[config.mk]
export PLATFORM = sky130hd
export DESIGN_NAME = lldma_seq
export DESIGN_NICKNAME = d
export VERILOG_FILES = /design/src/rtl/lldma_seq_pkg.sv /design/src/rtl/lldma_seq_ctrl.sv /design/src/rtl/lldma_seq_regs.sv /design/src/rtl/lldma_seq.sv
export SDC_FILE = /design/constraint.sdc
export NUM_CORES = 1
export LEC_CHECK = 0
export ABC_CLOCK_PERIOD_IN_PS = 2900
export BUFFER_PORTS_ARGS = -buffer_cell sky130_fd_sc_hd__buf_4
export CORE_MARGIN = 4
export CORE_UTILIZATION = 32
export DETAILED_ROUTE_END_ITERATION = 16
export PLACE_DENSITY_LB_ADDON = 0.3
export SLEW_MARGIN = 20
export SYNTH_ARGS = -nofsm -noshare
export SYNTH_HDL_FRONTEND = slang
export SYNTH_SLANG_ARGS = --single-unit
export TNS_END_PERCENT = 30
[constraint.sdc]
create_clock -name clk -period 2.9 [get_ports clk]
set_input_delay 0.58 -clock clk [delete_from_list [all_inputs] [get_ports clk]]
set_output_delay 0.58 -clock clk [all_outputs]
set_load 0.02 [all_outputs]
[src/rtl/lldma_seq_pkg.sv]
package lldma_seq_pkg;

  localparam int REG_AW     = 6;
  localparam int DESC_WORDS = 8;
  localparam int IDX_W      = $clog2(DESC_WORDS);
  localparam int ALIGN_BITS = $clog2(DESC_WORDS * 4);

  // channel register byte offsets
  localparam logic [REG_AW-1:0] OFF_LINK  = 6'h00;
  localparam logic [REG_AW-1:0] OFF_COUNT = 6'h10;
  localparam logic [REG_AW-1:0] OFF_SRC   = 6'h14;
  localparam logic [REG_AW-1:0] OFF_DST   = 6'h18;
  localparam logic [REG_AW-1:0] OFF_CFG   = 6'h1C;

  // descriptor word slots
  localparam logic [IDX_W-1:0] SLOT_LINK  = 3'd0;
  localparam logic [IDX_W-1:0] SLOT_COUNT = 3'd4;
  localparam logic [IDX_W-1:0] SLOT_SRC   = 3'd5;
  localparam logic [IDX_W-1:0] SLOT_DST   = 3'd6;
  localparam logic [IDX_W-1:0] SLOT_CFG   = 3'd7;

  // config and link bit positions
  localparam int CFG_EN_BIT    = 0;
  localparam int LINK_CHAIN_BIT = 1;

  typedef enum logic [1:0] {
    ST_IDLE  = 2'd0,
    ST_RUN   = 2'd1,
    ST_FETCH = 2'd2
  } seqState_t;

  typedef struct packed {
    logic             startFetch;
    logic             loadWord;
    logic [IDX_W-1:0] wordIdx;
    logic             decCount;
    logic             clrEnable;
  } seqCmd_t;

endpackage

[src/rtl/lldma_seq_ctrl.sv]
module lldma_seq_ctrl
  import lldma_seq_pkg::*;
(
  input  logic    clk,
  input  logic    rstN,
  input  logic    startReq,
  input  logic    enable,
  input  logic    countZero,
  input  logic    chainGo,
  input  logic    memRdValid,
  input  logic    beatDone,
  output seqCmd_t cmd,
  output logic    busy,
  output logic    xferReq,
  output logic    memReq,
  output logic    doneIrq
);

  localparam logic [IDX_W-1:0] LAST_IDX = IDX_W'(DESC_WORDS - 1);

  seqState_t state, nextState;
  logic [IDX_W-1:0] wordIdx;
  logic chainEnd;

  assign busy    = (state != ST_IDLE);
  assign memReq  = (state == ST_FETCH);
  assign xferReq = (state == ST_RUN) && enable && !countZero;
  assign chainEnd = (state == ST_RUN) && countZero && !chainGo;

  always_comb begin
    nextState   = state;
    cmd         = '0;
    cmd.wordIdx = wordIdx;
    unique case (state)
      ST_IDLE: begin
        if (startReq) nextState = ST_RUN;
      end
      ST_RUN: begin
        if (countZero) begin
          if (chainGo) begin
            cmd.startFetch = 1'b1;
            nextState      = ST_FETCH;
          end else begin
            cmd.clrEnable = 1'b1;
            nextState     = ST_IDLE;
          end
        end else if (beatDone && enable) begin
          cmd.decCount = 1'b1;
        end
      end
      ST_FETCH: begin
        if (memRdValid) begin
          cmd.loadWord = 1'b1;
          if (wordIdx == LAST_IDX) nextState = ST_RUN;
        end
      end
      default: nextState = ST_IDLE;
    endcase
  end

  always_ff @(posedge clk) begin
    if (!rstN) begin
      state   <= ST_IDLE;
      wordIdx <= '0;
      doneIrq <= 1'b0;
    end else begin
      state   <= nextState;
      doneIrq <= chainEnd;
      if (cmd.startFetch)    wordIdx <= '0;
      else if (cmd.loadWord) wordIdx <= wordIdx + 1'b1;
    end
  end

endmodule

[src/rtl/lldma_seq_regs.sv]
module lldma_seq_regs
  import lldma_seq_pkg::*;
#(
  parameter int ADDR_W = 32,
  parameter int DATA_W = 32,
  parameter int CNT_W  = 13
) (
  input  logic              clk,
  input  logic              rstN,
  input  seqCmd_t           cmd,
  input  logic              busy,
  input  logic              regWrEn,
  input  logic [REG_AW-1:0] regWrAddr,
  input  logic [DATA_W-1:0] regWrData,
  input  logic [REG_AW-1:0] regRdAddr,
  output logic [DATA_W-1:0] regRdData,
  input  logic [DATA_W-1:0] memRdData,
  output logic [ADDR_W-1:0] memAddr,
  output logic              startReq,
  output logic              enable,
  output logic              countZero,
  output logic              chainGo,
  output logic [ADDR_W-1:0] xferSrc,
  output logic [ADDR_W-1:0] xferDst,
  output logic [DATA_W-1:0] xferCfg
);

  localparam int BASE_W = ADDR_W - ALIGN_BITS;

  logic [ADDR_W-1:0] linkReg;
  logic [CNT_W-1:0]  countReg;
  logic [ADDR_W-1:0] srcReg;
  logic [ADDR_W-1:0] dstReg;
  logic [DATA_W-1:0] cfgReg;
  logic [BASE_W-1:0] fetchBase;

  function automatic logic [CNT_W-1:0] alignCount(input logic [DATA_W-1:0] w);
    return {w[CNT_W-1:2], 2'b00};
  endfunction

  logic hostWr;
  assign hostWr = regWrEn && !busy;

  assign startReq  = regWrEn && (regWrAddr == OFF_CFG) && regWrData[CFG_EN_BIT] && !busy;
  assign enable    = cfgReg[CFG_EN_BIT];
  assign countZero = (countReg == '0);
  assign chainGo   = (linkReg != '0) && linkReg[LINK_CHAIN_BIT];
  assign memAddr   = {fetchBase, {(ALIGN_BITS-IDX_W-2){1'b0}}, cmd.wordIdx, 2'b00};
  assign xferSrc   = srcReg;
  assign xferDst   = dstReg;
  assign xferCfg   = cfgReg;

  always_ff @(posedge clk) begin
    if (!rstN) begin
      linkReg   <= '0;
      countReg  <= '0;
      srcReg    <= '0;
      dstReg    <= '0;
      cfgReg    <= '0;
      fetchBase <= '0;
    end else begin
      if (hostWr && regWrAddr == OFF_LINK)  linkReg  <= regWrData[ADDR_W-1:0];
      if (hostWr && regWrAddr == OFF_COUNT) countReg <= alignCount(regWrData);
      if (hostWr && regWrAddr == OFF_SRC)   srcReg   <= regWrData[ADDR_W-1:0];
      if (hostWr && regWrAddr == OFF_DST)   dstReg   <= regWrData[ADDR_W-1:0];
      if (regWrEn && regWrAddr == OFF_CFG)  cfgReg   <= regWrData;

      if (cmd.decCount)   countReg <= countReg - CNT_W'(4);
      if (cmd.clrEnable)  cfgReg[CFG_EN_BIT] <= 1'b0;
      if (cmd.startFetch) fetchBase <= linkReg[ADDR_W-1:ALIGN_BITS];

      if (cmd.loadWord) begin
        case (cmd.wordIdx)
          SLOT_LINK:  linkReg  <= memRdData[ADDR_W-1:0];
          SLOT_COUNT: countReg <= alignCount(memRdData);
          SLOT_SRC:   srcReg   <= memRdData[ADDR_W-1:0];
          SLOT_DST:   dstReg   <= memRdData[ADDR_W-1:0];
          SLOT_CFG:   cfgReg   <= memRdData;
          default: ;
        endcase
      end
    end
  end

  always_comb begin
    regRdData = '0;
    case (regRdAddr)
      OFF_LINK:  regRdData = DATA_W'(linkReg);
      OFF_COUNT: regRdData = DATA_W'(countReg);
      OFF_SRC:   regRdData = DATA_W'(srcReg);
      OFF_DST:   regRdData = DATA_W'(dstReg);
      OFF_CFG:   regRdData = cfgReg;
      default:   regRdData = '0;
    endcase
  end

endmodule

[src/rtl/lldma_seq.sv]
module lldma_seq
  import lldma_seq_pkg::*;
#(
  parameter int ADDR_W = 32,
  parameter int DATA_W = 32,
  parameter int CNT_W  = 13
) (
  input  logic              clk,
  input  logic              rstN,
  input  logic              regWrEn,
  input  logic [REG_AW-1:0] regWrAddr,
  input  logic [DATA_W-1:0] regWrData,
  input  logic [REG_AW-1:0] regRdAddr,
  output logic [DATA_W-1:0] regRdData,
  output logic              memReq,
  output logic [ADDR_W-1:0] memAddr,
  input  logic              memRdValid,
  input  logic [DATA_W-1:0] memRdData,
  output logic              xferReq,
  input  logic              beatDone,
  output logic [ADDR_W-1:0] xferSrc,
  output logic [ADDR_W-1:0] xferDst,
  output logic [DATA_W-1:0] xferCfg,
  output logic [1:0]        xferDir,
  output logic [7:0]        xferLine,
  output logic              xferSrcInc,
  output logic              xferDstInc,
  output logic              busy,
  output logic              doneIrq
);

  seqCmd_t cmd;
  logic startReq, enable, countZero, chainGo;

  lldma_seq_ctrl u_ctrl (
    .clk        (clk),
    .rstN       (rstN),
    .startReq   (startReq),
    .enable     (enable),
    .countZero  (countZero),
    .chainGo    (chainGo),
    .memRdValid (memRdValid),
    .beatDone   (beatDone),
    .cmd        (cmd),
    .busy       (busy),
    .xferReq    (xferReq),
    .memReq     (memReq),
    .doneIrq    (doneIrq)
  );

  lldma_seq_regs #(
    .ADDR_W (ADDR_W),
    .DATA_W (DATA_W),
    .CNT_W  (CNT_W)
  ) u_regs (
    .clk        (clk),
    .rstN       (rstN),
    .cmd        (cmd),
    .busy       (busy),
    .regWrEn    (regWrEn),
    .regWrAddr  (regWrAddr),
    .regWrData  (regWrData),
    .regRdAddr  (regRdAddr),
    .regRdData  (regRdData),
    .memRdData  (memRdData),
    .memAddr    (memAddr),
    .startReq   (startReq),
    .enable     (enable),
    .countZero  (countZero),
    .chainGo    (chainGo),
    .xferSrc    (xferSrc),
    .xferDst    (xferDst),
    .xferCfg    (xferCfg)
  );

  // R9 field decode
  assign xferDir    = xferCfg[3:2];
  assign xferLine   = xferCfg[11:4];
  assign xferSrcInc = xferCfg[31];
  assign xferDstInc = xferCfg[30];

endmodule

==> results.json, run 1 <==
{
  "ant_nets": 0,
  "start_util_pct": 32.61,
  "finalCritPeriodShare_pct": 95.68,
  "die_x_um": 173.9,
  "htreeDepth": 4,
  "r2r-end": "u_regs.fetchBase[18]$_SDFFE_PN0P_",
  "vias_per_cell": 5.686,
  "fp-row-count": 60,
  "synthFlopType": "dfxtp_1",
  "grt_pass1_vias": 8577,
  "slew_viol_final": 0,
  "pin_count": 257,
  "die-area_um2": 30260,
  "clock_sinks": 174,
  "place_ws_ns": -0.1052,
  "cts_root_buffer": "clkbuf_16",
  "drc": 0,
  "switching_share_pct": 26.29,
  "clk_pin_slew_ns": 0.08,
  "path_class": "input port to primary output",
  "cp-start-kind": "input port",
  "power_frac_clock_pct": 46.0,
  "vias": 8893,
  "syn_area_um2": 8812,
  "drtIter0Drc": 759,
  "ys_ff_latch": 174,
  "slew-limit-headroom_pct": 33.02,
  "whs_ns": 0.4028,
  "fin_ws_ns": 0.1252,
  "hold_path.class": "input port to flip-flop",
  "status": "completed",
  "pwr-share-comb_pct": 5.9,
  "syn2layout_area_growth_pct": 32.53,
  "cap_violations": 0,
  "r2r_cells": 4,
  "synth_area_per_cell_um2": 8.760,
  "clockBufferDepth": 2,
  "endpoint_kind": "primary output",
  "hold_start": "memRdData[4]",
  "cts_buffers": 17,
  "min_period_ns": 2.775,
  "worst_slew_pin_slew_ns": 1.004,
  "ys_seq_area_share_pct": 39.53,
  "hold_violations": 0,
  "irDropWorstVdd_mv": 0.3037,
  "first_pass_iters": 6,
  "routabilityCongestion": 0.8485,
  "syn-instance-count": 1006,
  "crit_arrival_ns": 2.19,
  "crit_required_ns": 2.32,
  "numPortBuffers": 254,
  "final_util_pct": 43.21,
  "seqPwrFrac_pct": 48.1,
  "fin_cells": 1564,
  "setup_viol": 0,
  "ys_types": 56,
  "grt_max_degree": 125,
  "leakage_nw": 5.356,
  "crit_fanout": 6,
  "dp_hpwl_um": 23760,
  "wl_per_cell_um": 21.67,
  "cell_internal_pwr_mw": 3.684,
  "grt_pass1_wl_um": 52170,
  "layout.nets": 1298,
  "dp_cells": 1531,
  "postRouteWirelength_um": 33890,
  "skew_ns": 0.02068,
  "p_per_area_nw_per_um2": 428.0,
  "r2r_start": "u_regs.countReg[10]$_SDFF_PN0_",
  "holdPathStages": 3,
  "synthArstFlopShare_pct": 0,
  "grt_usage_pct": 21.64,
  "worst_hold_path.endpoint": "u_regs.countReg[4]$_SDFF_PN0_",
  "rsz0062_at_grt": "no",
  "coreArea_um2": 27030,
  "synth_warnings": 0,
  "antenna_cells": 0,
  "r2r_slack_ns": 0.56,
  "antenna_found_initial": 1,
  "final_layout_size_suffix_gt1_share_pct": 29.27,
  "cts_tree": "done",
  "switching_power_mw": 1.314,
  "die_h_um": 173.9,
  "clk_latency_ns": 0.44,
  "gr-total-overflow": 0,
  "synth_edf_count": 0,
  "max_freq_mhz": 360.4
}
-- sequential cells by signal, summed over array words and instances, names as in the netlist --
signal            count
u_ctrl.doneIrq        1
u_regs.xferCfg       32
u_regs.xferDst       32
u_ctrl.state          2
u_ctrl.wordIdx        3
u_regs.countReg      13
u_regs.fetchBase     27
u_regs.linkReg       32
u_regs.xferSrc       32
-- synth_stat cells, types with 6 or more instances --
master | count | area [um^2]
a22oi_1 | 13 | 97.59
nor3_1 | 10 | 50.05
a222oi_1 | 32 | 320.3
nor2_1 | 130 | 488.0
a211oi_1 | 133 | 998.5
inv_1 | 14 | 52.55
buf_2 | 11 | 55.05
mux2i_1 | 128 | 1281
nand2_1 | 61 | 229.0
clkbuf_1 | 74 | 277.8
o21ai_1 | 9 | 45.04
or3_1 | 6 | 37.54
ha_1 | 7 | 87.58
buf_1 | 6 | 22.52
buf_4 | 19 | 142.6
a21oi_1 | 31 | 155.2
nand3_1 | 36 | 180.2
o31ai_1 | 6 | 45.04
and3_1 | 6 | 37.54
dfxtp_1 | 174 | 3483
o21ai_0 | 26 | 130.1
nor4_1 | 7 | 43.79
-- power groups by stage --
stage / clock network [mW] / registers, mW / logic [mW]
after CTS: 2.34 / 2.40 / 0.294
after global placement: 0 / 2.46 / 0.289
after floorplan: 0 / 2.46 / 0.0941
final: 2.30 / 2.40 / 0.296
after global routing: 2.44 / 2.40 / 0.317
after detailed placement: 0 / 2.46 / 0.291
-- layer usage --
| layer | global-route usage, % | share of wire (%) | up-vias |
|---|---|---|---|
| met1 | 28.95 | 44 | 4331 |
| li1 | - | - | 4184 |
| met3 | 5.568 | 7.2 | 35 |
| met4 | 5.345 | 1.5 | 2 |
| met5 | 0 | 0.059 | - |
| met2 | 35.08 | 47 | 341 |
-- worst max path at each step --
stage                                   from            end  slack (ns)  depth (start not counted)
5_1_grt                         regRdAddr[5]   regRdData[0]        0.04                          8
4_1_cts        u_regs.countReg[2]$_SDFF_PN0_        xferReq        0.04                          6
3_5_place_dp                    regRdAddr[5]  regRdData[29]       -0.11                          7
3_3_place_gp                    regRdAddr[5]  regRdData[12]       -0.09                          7
2_1_floorplan                   regRdAddr[5]  regRdData[13]        0.09                          5
6_report                        regRdAddr[5]   regRdData[0]        0.13                          8
-- cell families after synthesis --
logic type / count (synthesis) / share of synthesized area, %
and+or+nand+nor: 288 / 15.06
AOI/OAI and AO/OA: 278 / 22.96
DFF: 174 / 39.53
muxes: 128 / 14.54
buffers and inverters: 128 / 6.673
adders and majority gates: 7 / 0.9938
xor gates and xnor gates: 2 / 0.1988
other: 1 / 0.04255
-- repair_timing --
action,4_1_cts,5_1_grt
hold buffers,0,0
gates resized for setup,5,2
buffers inserted,0,1
endpoints found under the setup margin,31,1
pin swaps,0,1
-- stage by stage --
step	TNS, ns	instance area [um^2]	power [mW]
2_1_floorplan	0	8816	2.557
3_3_place_gp	-0.9539	11060	2.749
3_5_place_dp	-2.210	11060	2.750
4_1_cts	0	11660	5.035
5_1_grt	0	11680	5.164
6_report	0	11680	4.998
-- cell type report --
type | instances | area, um^2
clock buffers | 18 | 439.2
clock inverters | 14 | 141.4
fillers | 2678 | 15350
inverters | 15 | 58.81
multi-input cells | 705 | 4832
flip-flops and latches | 174 | 3485
well taps | 341 | 426.7
repair buffers | 297 | 2296
-- worst max-delay path: stages --
cell and delay (ns):
buf_4 0.11, or4b_4 0.61, nor3_2 0.21, buf_4 0.21
buf_12 0.13, a22oi_1 0.06, nand2_1 0.13, buf_4 0.16
-- layout by cell type, fill, tap and decap left out, drive strengths merged, types with 7 or more instances in the layout --
master	netlist	final
nor4	7	7
o21ai	36	36
mux2i	128	128
buf	39	297
ha	7	7
nand2	61	61
a222oi	32	32
a211oi	133	133
a22oi	13	13
nor2	130	130
inv	15	22
clkinv	0	7
dfxtp	174	174
nor3	11	11
a21oi	31	31
clkbuf	74	18
nand3	36	36
(Power assumes the default switching activity.)
==> inputs of run 2 (changes only) <==
--- a/config.mk
+++ b/config.mk
@@ -7,6 +7,7 @@
 export LEC_CHECK = 0
 export ABC_CLOCK_PERIOD_IN_PS = 2900
 export BUFFER_PORTS_ARGS = -buffer_cell sky130_fd_sc_hd__buf_4
+export CORE_ASPECT_RATIO = 0.6
 export CORE_MARGIN = 4
 export CORE_UTILIZATION = 32
 export DETAILED_ROUTE_END_ITERATION = 16
==> run 2 against run 1 <==
- total power grew 3.8%
- worst hold slack lost 0.016 ns
- combinational power grew 4%
- clock skew shrank 0.0074 ns
- clock power grew 7%
- setup slack gained 0.020 ns
- utilization grew 0.49 points
- global-route usage grew 1.7 points
- largest cell class unchanged
==> results.json, run 2 (synthesis gave the netlist of run 1 again) <==
{
  "clock_sinks": 174,
  "numPortBuffers": 254,
  "pin_count": 257,
  "layout.nets": 1293,
  "final_layout_size_suffix_gt1_share_pct": 28.65,
  "syn2layout_area_growth_pct": 32.74,
  "dp_hpwl_um": 26390,
  "r2r_start": "u_regs.countReg[9]$_SDFF_PN0_",
  "antenna_cells": 0,
  "min_period_ns": 2.755,
  "fp-row-count": 46,
  "coreArea_um2": 26760,
  "leakage_nw": 5.344,
  "final.fill_count": 2670,
  "crit_fanout": 9,
  "multi_input_area_um2": 4827,
  "worst_slew_pin_slew_ns": 0.8162,
  "slew-limit-headroom_pct": 45.53,
  "antenna_found_initial": 0,
  "vias": 8980,
  "clockBufferDepth": 2,
  "skew_ns": 0.01324,
  "fin_tns_setup_ns": 0,
  "worst_hold_path.endpoint": "u_regs.countReg[6]$_SDFF_PN0_",
  "wl_per_cell_um": 23.39,
  "seq_area_um2": 3485,
  "holdPathStages": 3,
  "cts_tree": "done",
  "die-area_um2": 30340,
  "grt_pass1_vias": 8305,
  "htreeDepth": 4,
  "ant_nets": 0,
  "routabilityCongestion": 0.9588,
  "clk_pin_slew_ns": 0.07,
  "cts_root_buffer": "clkbuf_16",
  "postRouteWirelength_um": 36910,
  "r2r_slack_ns": 0.32,
  "drtIter0Drc": 1020,
  "status": "completed",
  "cpMostUsedCell": "buf_4",
  "path_cells": "buf_4, or4b_4, nor3_4, buf_6, a222oi_1, nand2_1, buf_4",
  "cp-start-kind": "input port",
  "grt_pass1_wl_um": 54180,
  "slew_viol_final": 0,
  "cts_buffers": 17,
  "max_freq_mhz": 363.0,
  "start_util_pct": 32.93,
  "setup_viol": 0,
  "crit_buf_inv": 3,
  "endpoint_kind": "primary output",
  "irDropWorstVdd_mv": 0.3031,
  "r2r_cells": 4,
  "hold_violations": 0,
  "die_x_um": 222.2,
  "hold_start": "memRdData[6]",
  "die_h_um": 136.5,
  "crit_required_ns": 2.32,
  "drc": 0,
  "fin_ws_ns": 0.1451,
  "hold_buffers": 0,
  "place_ws_ns": -0.08080,
  "r2r-end": "u_regs.xferCfg[0]$_SDFF_PN0_",
  "crit_slowest_cell": "or4b_4",
  "critPathMaxStageDelay_ns": 0.60,
  "first_pass_iters": 7,
  "crit_family": "simple AND/OR/NAND/NOR gates",
  "vias_per_cell": 5.691,
  "grt_usage_pct": 23.38,
  "layout_common_cells": "buf_4, dfxtp_1, a211oi_1",
  "rsz0062_at_grt": "no",
  "path_class": "input port to primary output",
  "gr-total-overflow": 0,
  "crit_arrival_ns": 2.17,
  "p_per_area_nw_per_um2": 443.5,
  "hold_path.class": "input port to flip-flop",
  "grt_max_degree": 89,
  "clk_latency_ns": 0.45,
  "finalCritPeriodShare_pct": 95.00,
  "final_common_cell": "buf_4",
  "cap_violations": 0,
  "cts_post_setup_buffers_inserted": 0
}
## run 2: changes by cell type in the layout (fill, tap and decap cells not counted), sizes merged
cell	change
buf	-5
clkinvlp	+1
clkbuf	+3
bufinv	+4
inv	-7
clkinv	-1
## run 2: layout make-up
type,count,share of cell area (%)
clock buffers,21,3.851
clock inverters,11,1.412
inverters,15,0.5027
multi-input cells,705,41.27
flip-flops and latches,174,29.79
well taps,360,3.851
repair buffers,292,19.33
## run 2: worst register-to-register path, delay by kind of cell, from the launching register on
kind	cells	cell delay [ns]
and+or+nand+nor	2	1.51
DFF	1	0.40
AOI/OAI and AO/OA	2	0.54
## run 2: where the power goes
part / switching [mW] / internal [mW] / leakage [nW] / total [mW]
registers: 0.00937 / 2.40 / 1.40 / 2.41
clock network: 1.01 / 1.46 / 0.301 / 2.47
logic: 0.187 / 0.120 / 3.64 / 0.307
## run 2: timing repair
item | in CTS | in global routing
resized for setup | 3 | 8
setup endpoints to repair | 28 | 33
pin swaps | 0 | 1
## run 2: routing by layer
layer	vias to the layer above	wire length, um	global-route usage [%]
met2	470	14580	30.96
li1	4143	-	-
met5	-	0	0
met4	0	599	5.818
met3	36	3769	6.924
met1	4331	17960	36.29
## run 2: metrics by stage
stage               power [mW]  util (%)  cells  instance area, um^2  hold slack [ns]
global placement         2.755     41.22   1546                11030           0.4548
detailed placement       2.757     41.22   1546                11030           0.4630
global route             5.327     43.71   1578                11700           0.3734
CTS                      5.211     43.58   1578                11660           0.3559
floorplan                2.557         -   1007                 8816           0.4557
finish                   5.188     43.71   1578                11700           0.3865
## run 2: how the worst max path moves through the flow
| stage | endpoint | cells after the start | slack [ns] | start |
|---|---|---|---|---|
| 2_1_floorplan | regRdData[13] | 5 | 0.09 | regRdAddr[5] |
| 3_3_place_gp | regRdData[13] | 7 | -0.05 | regRdAddr[5] |
| 5_1_grt | regRdData[13] | 7 | 0.08 | regRdAddr[5] |
| 6_report | regRdData[13] | 7 | 0.15 | regRdAddr[5] |
| 3_5_place_dp | regRdData[13] | 7 | -0.08 | regRdAddr[5] |
| 4_1_cts | regRdData[12] | 7 | -0.04 | regRdAddr[5] |
==> inputs of run 3 (changes only) <==
--- a/config.mk
+++ b/config.mk
@@ -5,11 +5,12 @@
 export SDC_FILE = /design/constraint.sdc
 export NUM_CORES = 1
 export LEC_CHECK = 0
+export ABC_AREA = 1
 export ABC_CLOCK_PERIOD_IN_PS = 2900
 export BUFFER_PORTS_ARGS = -buffer_cell sky130_fd_sc_hd__buf_4
 export CORE_ASPECT_RATIO = 0.6
 export CORE_MARGIN = 4
-export CORE_UTILIZATION = 32
+export CORE_UTILIZATION = 42
 export DETAILED_ROUTE_END_ITERATION = 16
 export PLACE_DENSITY_LB_ADDON = 0.3
 export SLEW_MARGIN = 20
==> run 3 against run 2 <==
- cell count increased by 30%
- combinational power increased by 30%
- critical endpoint is now regRdData[3]
- clock-buffer cell count up 2
- clock skew shrank 0.00058 ns
- synthesized cell count up 52%
- setup slack better by 0.23 ns
- fmax grew 9.0%
- total power rose by 1.4%
- critical path depth up 1
- critical path type unchanged
==> results.json, run 3 <==
{
  "finalCritPeriodShare_pct": 87.19,
  "cts_tree": "done",
  "cp-start-kind": "input port",
  "die_h_um": 125.7,
  "synthArstFlopShare_pct": 0,
  "fin_tns_setup_ns": 0,
  "synth_area_leader_cell": "dfxtp_1",
  "ant_nets": 0,
  "start_util_pct": 43.30,
  "cts_post_setup_buffers_inserted": 0,
  "vias_per_cell": 5.370,
  "crit_arrival_ns": 1.95,
  "worst_slew_pin_slew_ns": 0.7079,
  "clock_sinks": 174,
  "fin_ws_ns": 0.3716,
  "synth_area_per_cell_um2": 6.328,
  "synth_edf_count": 0,
  "clockBufferDepth": 2,
  "crit_required_ns": 2.32,
  "layout.nets": 1815,
  "layout_common_cells": "nand2_1, buf_4, inv_1",
  "drc": 0,
  "hold_path.class": "input port to flip-flop",
  "max_freq_mhz": 395.5,
  "setup_viol": 0,
  "synth_common_cells": "nand2_1, inv_1, dfxtp_1",
  "postRouteWirelength_um": 37700,
  "antenna_found_initial": 1,
  "status": "completed",
  "cts_buffers": 17,
  "dpl-instance-area_um2": 11770,
  "syn_area_um2": 9694,
  "cts_root_buffer": "clkbuf_16",
  "gr-total-overflow": 0,
  "wl_per_cell_um": 18.41,
  "cap_violations": 0,
  "irDropWorstVdd_mv": 0.3927,
  "grtUsageMet1_pct": 41.69,
  "hold_buffers": 0,
  "antenna_cells": 0,
  "syn-instance-count": 1532,
  "skew_ns": 0.01266,
  "leakage_nw": 6.811,
  "htreeDepth": 4,
  "dp_cells": 2016,
  "grt.met3_usage_pct": 8.736,
  "final_layout_size_suffix_gt1_share_pct": 19.54,
  "hold_violations": 0,
  "clk_pin_slew_ns": 0.07,
  "synthMostInstantiatedCell": "nand2_1",
  "dp_hpwl_um": 25430,
  "synth.area.top_cells": "dfxtp_1, nand2_1, inv_1",
  "fin_area_um2": 12380,
  "drtIter0Drc": 1245,
  "slew_viol_final": 0,
  "final_common_cell": "nand2_1",
  "path_class": "input port to primary output",
  "routabilityCongestion": 0.9085,
  "synth_warnings": 0,
  "ys_seq_area_share_pct": 35.93,
  "grt_usage_pct": 28.39,
  "top_usage_layer": "met1",
  "min_period_ns": 2.528,
  "synth.top_cell.area_share_pct": 35.93,
  "first_pass_iters": 8,
  "grt_pass1_wl_um": 57570,
  "p_per_area_nw_per_um2": 424.8,
  "crit_fanout": 16,
  "ys_ff_latch": 174,
  "fp-row-count": 42,
  "die-area_um2": 25660,
  "synthFlopType": "dfxtp_1",
  "final.fill_count": 2182,
  "fin_cells": 2048,
  "rsz0062_at_grt": "no",
  "met2_usage_pct": 40.86,
  "path_cells": "buf_4, nor2_1, nand4_1, inv_1, buf_4, nand2_1, nand4_1, buf_4",
  "endpoint_kind": "primary output",
  "numPortBuffers": 254,
  "coreArea_um2": 22390,
  "clk_latency_ns": 0.44,
  "ctsResizeCount": 0,
  "grt_pass1_vias": 10010,
  "syn2layout_area_growth_pct": 27.74,
  "critPathMaxStageDelay_ns": 0.29,
  "die_x_um": 204.1,
  "crit_slowest_cell": "buf_4",
  "grt_max_degree": 105,
  "vias": 11000,
  "slew-limit-headroom_pct": 52.69,
  "cpMostUsedCell": "buf_4",
  "place_ws_ns": 0.4442,
  "pin_count": 257,
  "ys_types": 29
}
-- run 3: cell types whose count changed after synthesis, moves of 36 or more --
cell,previous run,this run
nand2_1,61,432
o21ai_0,26,126
nor2_1,130,94
mux2i_1,128,0
o211ai_1,5,62
a211oi_1,133,0
nand4_1,5,41
a21oi_1,31,110
inv_1,14,237
nand3_1,36,97
-- run 3: path summary, 6_finish.rpt --
kind | start | end | slack, ns | cells after the start
worst max register to register | u_ctrl.state[0]$_SDFFE_PN0P_ | u_regs.countReg[7]$_SDFF_PN0_ | 0.62 | 11
worst min-delay path | memRdData[9] | u_regs.countReg[9]$_SDFF_PN0_ | 0.44 | 3
worst max-delay path | regRdAddr[1] | regRdData[3] | 0.37 | 8
worst min register to register | u_regs.countReg[0]$_SDFF_PN0_ | u_regs.countReg[0]$_SDFF_PN0_ | 0.48 | 2
-- run 3: final cells by class --
cell class,count,area (um^2),share of cell area [%]
Multi-Input combinational cell,1004,4757,38.42
Sequential cell,174,3483,28.13
Timing Repair Buffer,288,2237,18.07
Inverter,242,909.6,7.346
Clock buffer,23,478.0,3.860
Tap cell,308,385.4,3.112
Clock inverter,9,132.6,1.071
-- run 3: routing by layer --
metal | vias up | part of all wire, %
li1 | 5254 | -
met1 | 4991 | 44
met2 | 701 | 41
met3 | 49 | 14
met4 | 2 | 1.5
met5 | - | 0.019
-- run 3: cell families after synthesis --
logic type | synth area share (%)
and+or+nand+nor | 29.26
buffers and inverters | 15.41
AOI/OAI and AO/OA | 18.28
DFF | 35.93
adders and majority gates | 0.9034
xor gates and xnor gates | 0.1807
other | 0.03868
-- run 3: power by group --
part / switching (mW) / leakage (nW) / internal [mW]
Combinational: 0.257 / 5.12 / 0.141
Sequential: 0.0101 / 1.40 / 2.40
Clock: 1.03 / 0.294 / 1.43
-- run 3: critical path: cells and delay by family --
family | cells | cell delay, ns
buf+inv | 4 | 0.68
simple gates | 4 | 0.68
-- run 3: per-stage QoR --
step | power [mW] | hold WS (ns) | util, %
floorplan | 2.655 | 0.4218 | -
global placement | 2.844 | 0.4634 | 52.59
detailed placement | 2.848 | 0.4570 | 52.59
CTS | 5.265 | 0.4265 | 55.32
global route | 5.414 | 0.4529 | 55.32
finish | 5.260 | 0.4435 | 55.32
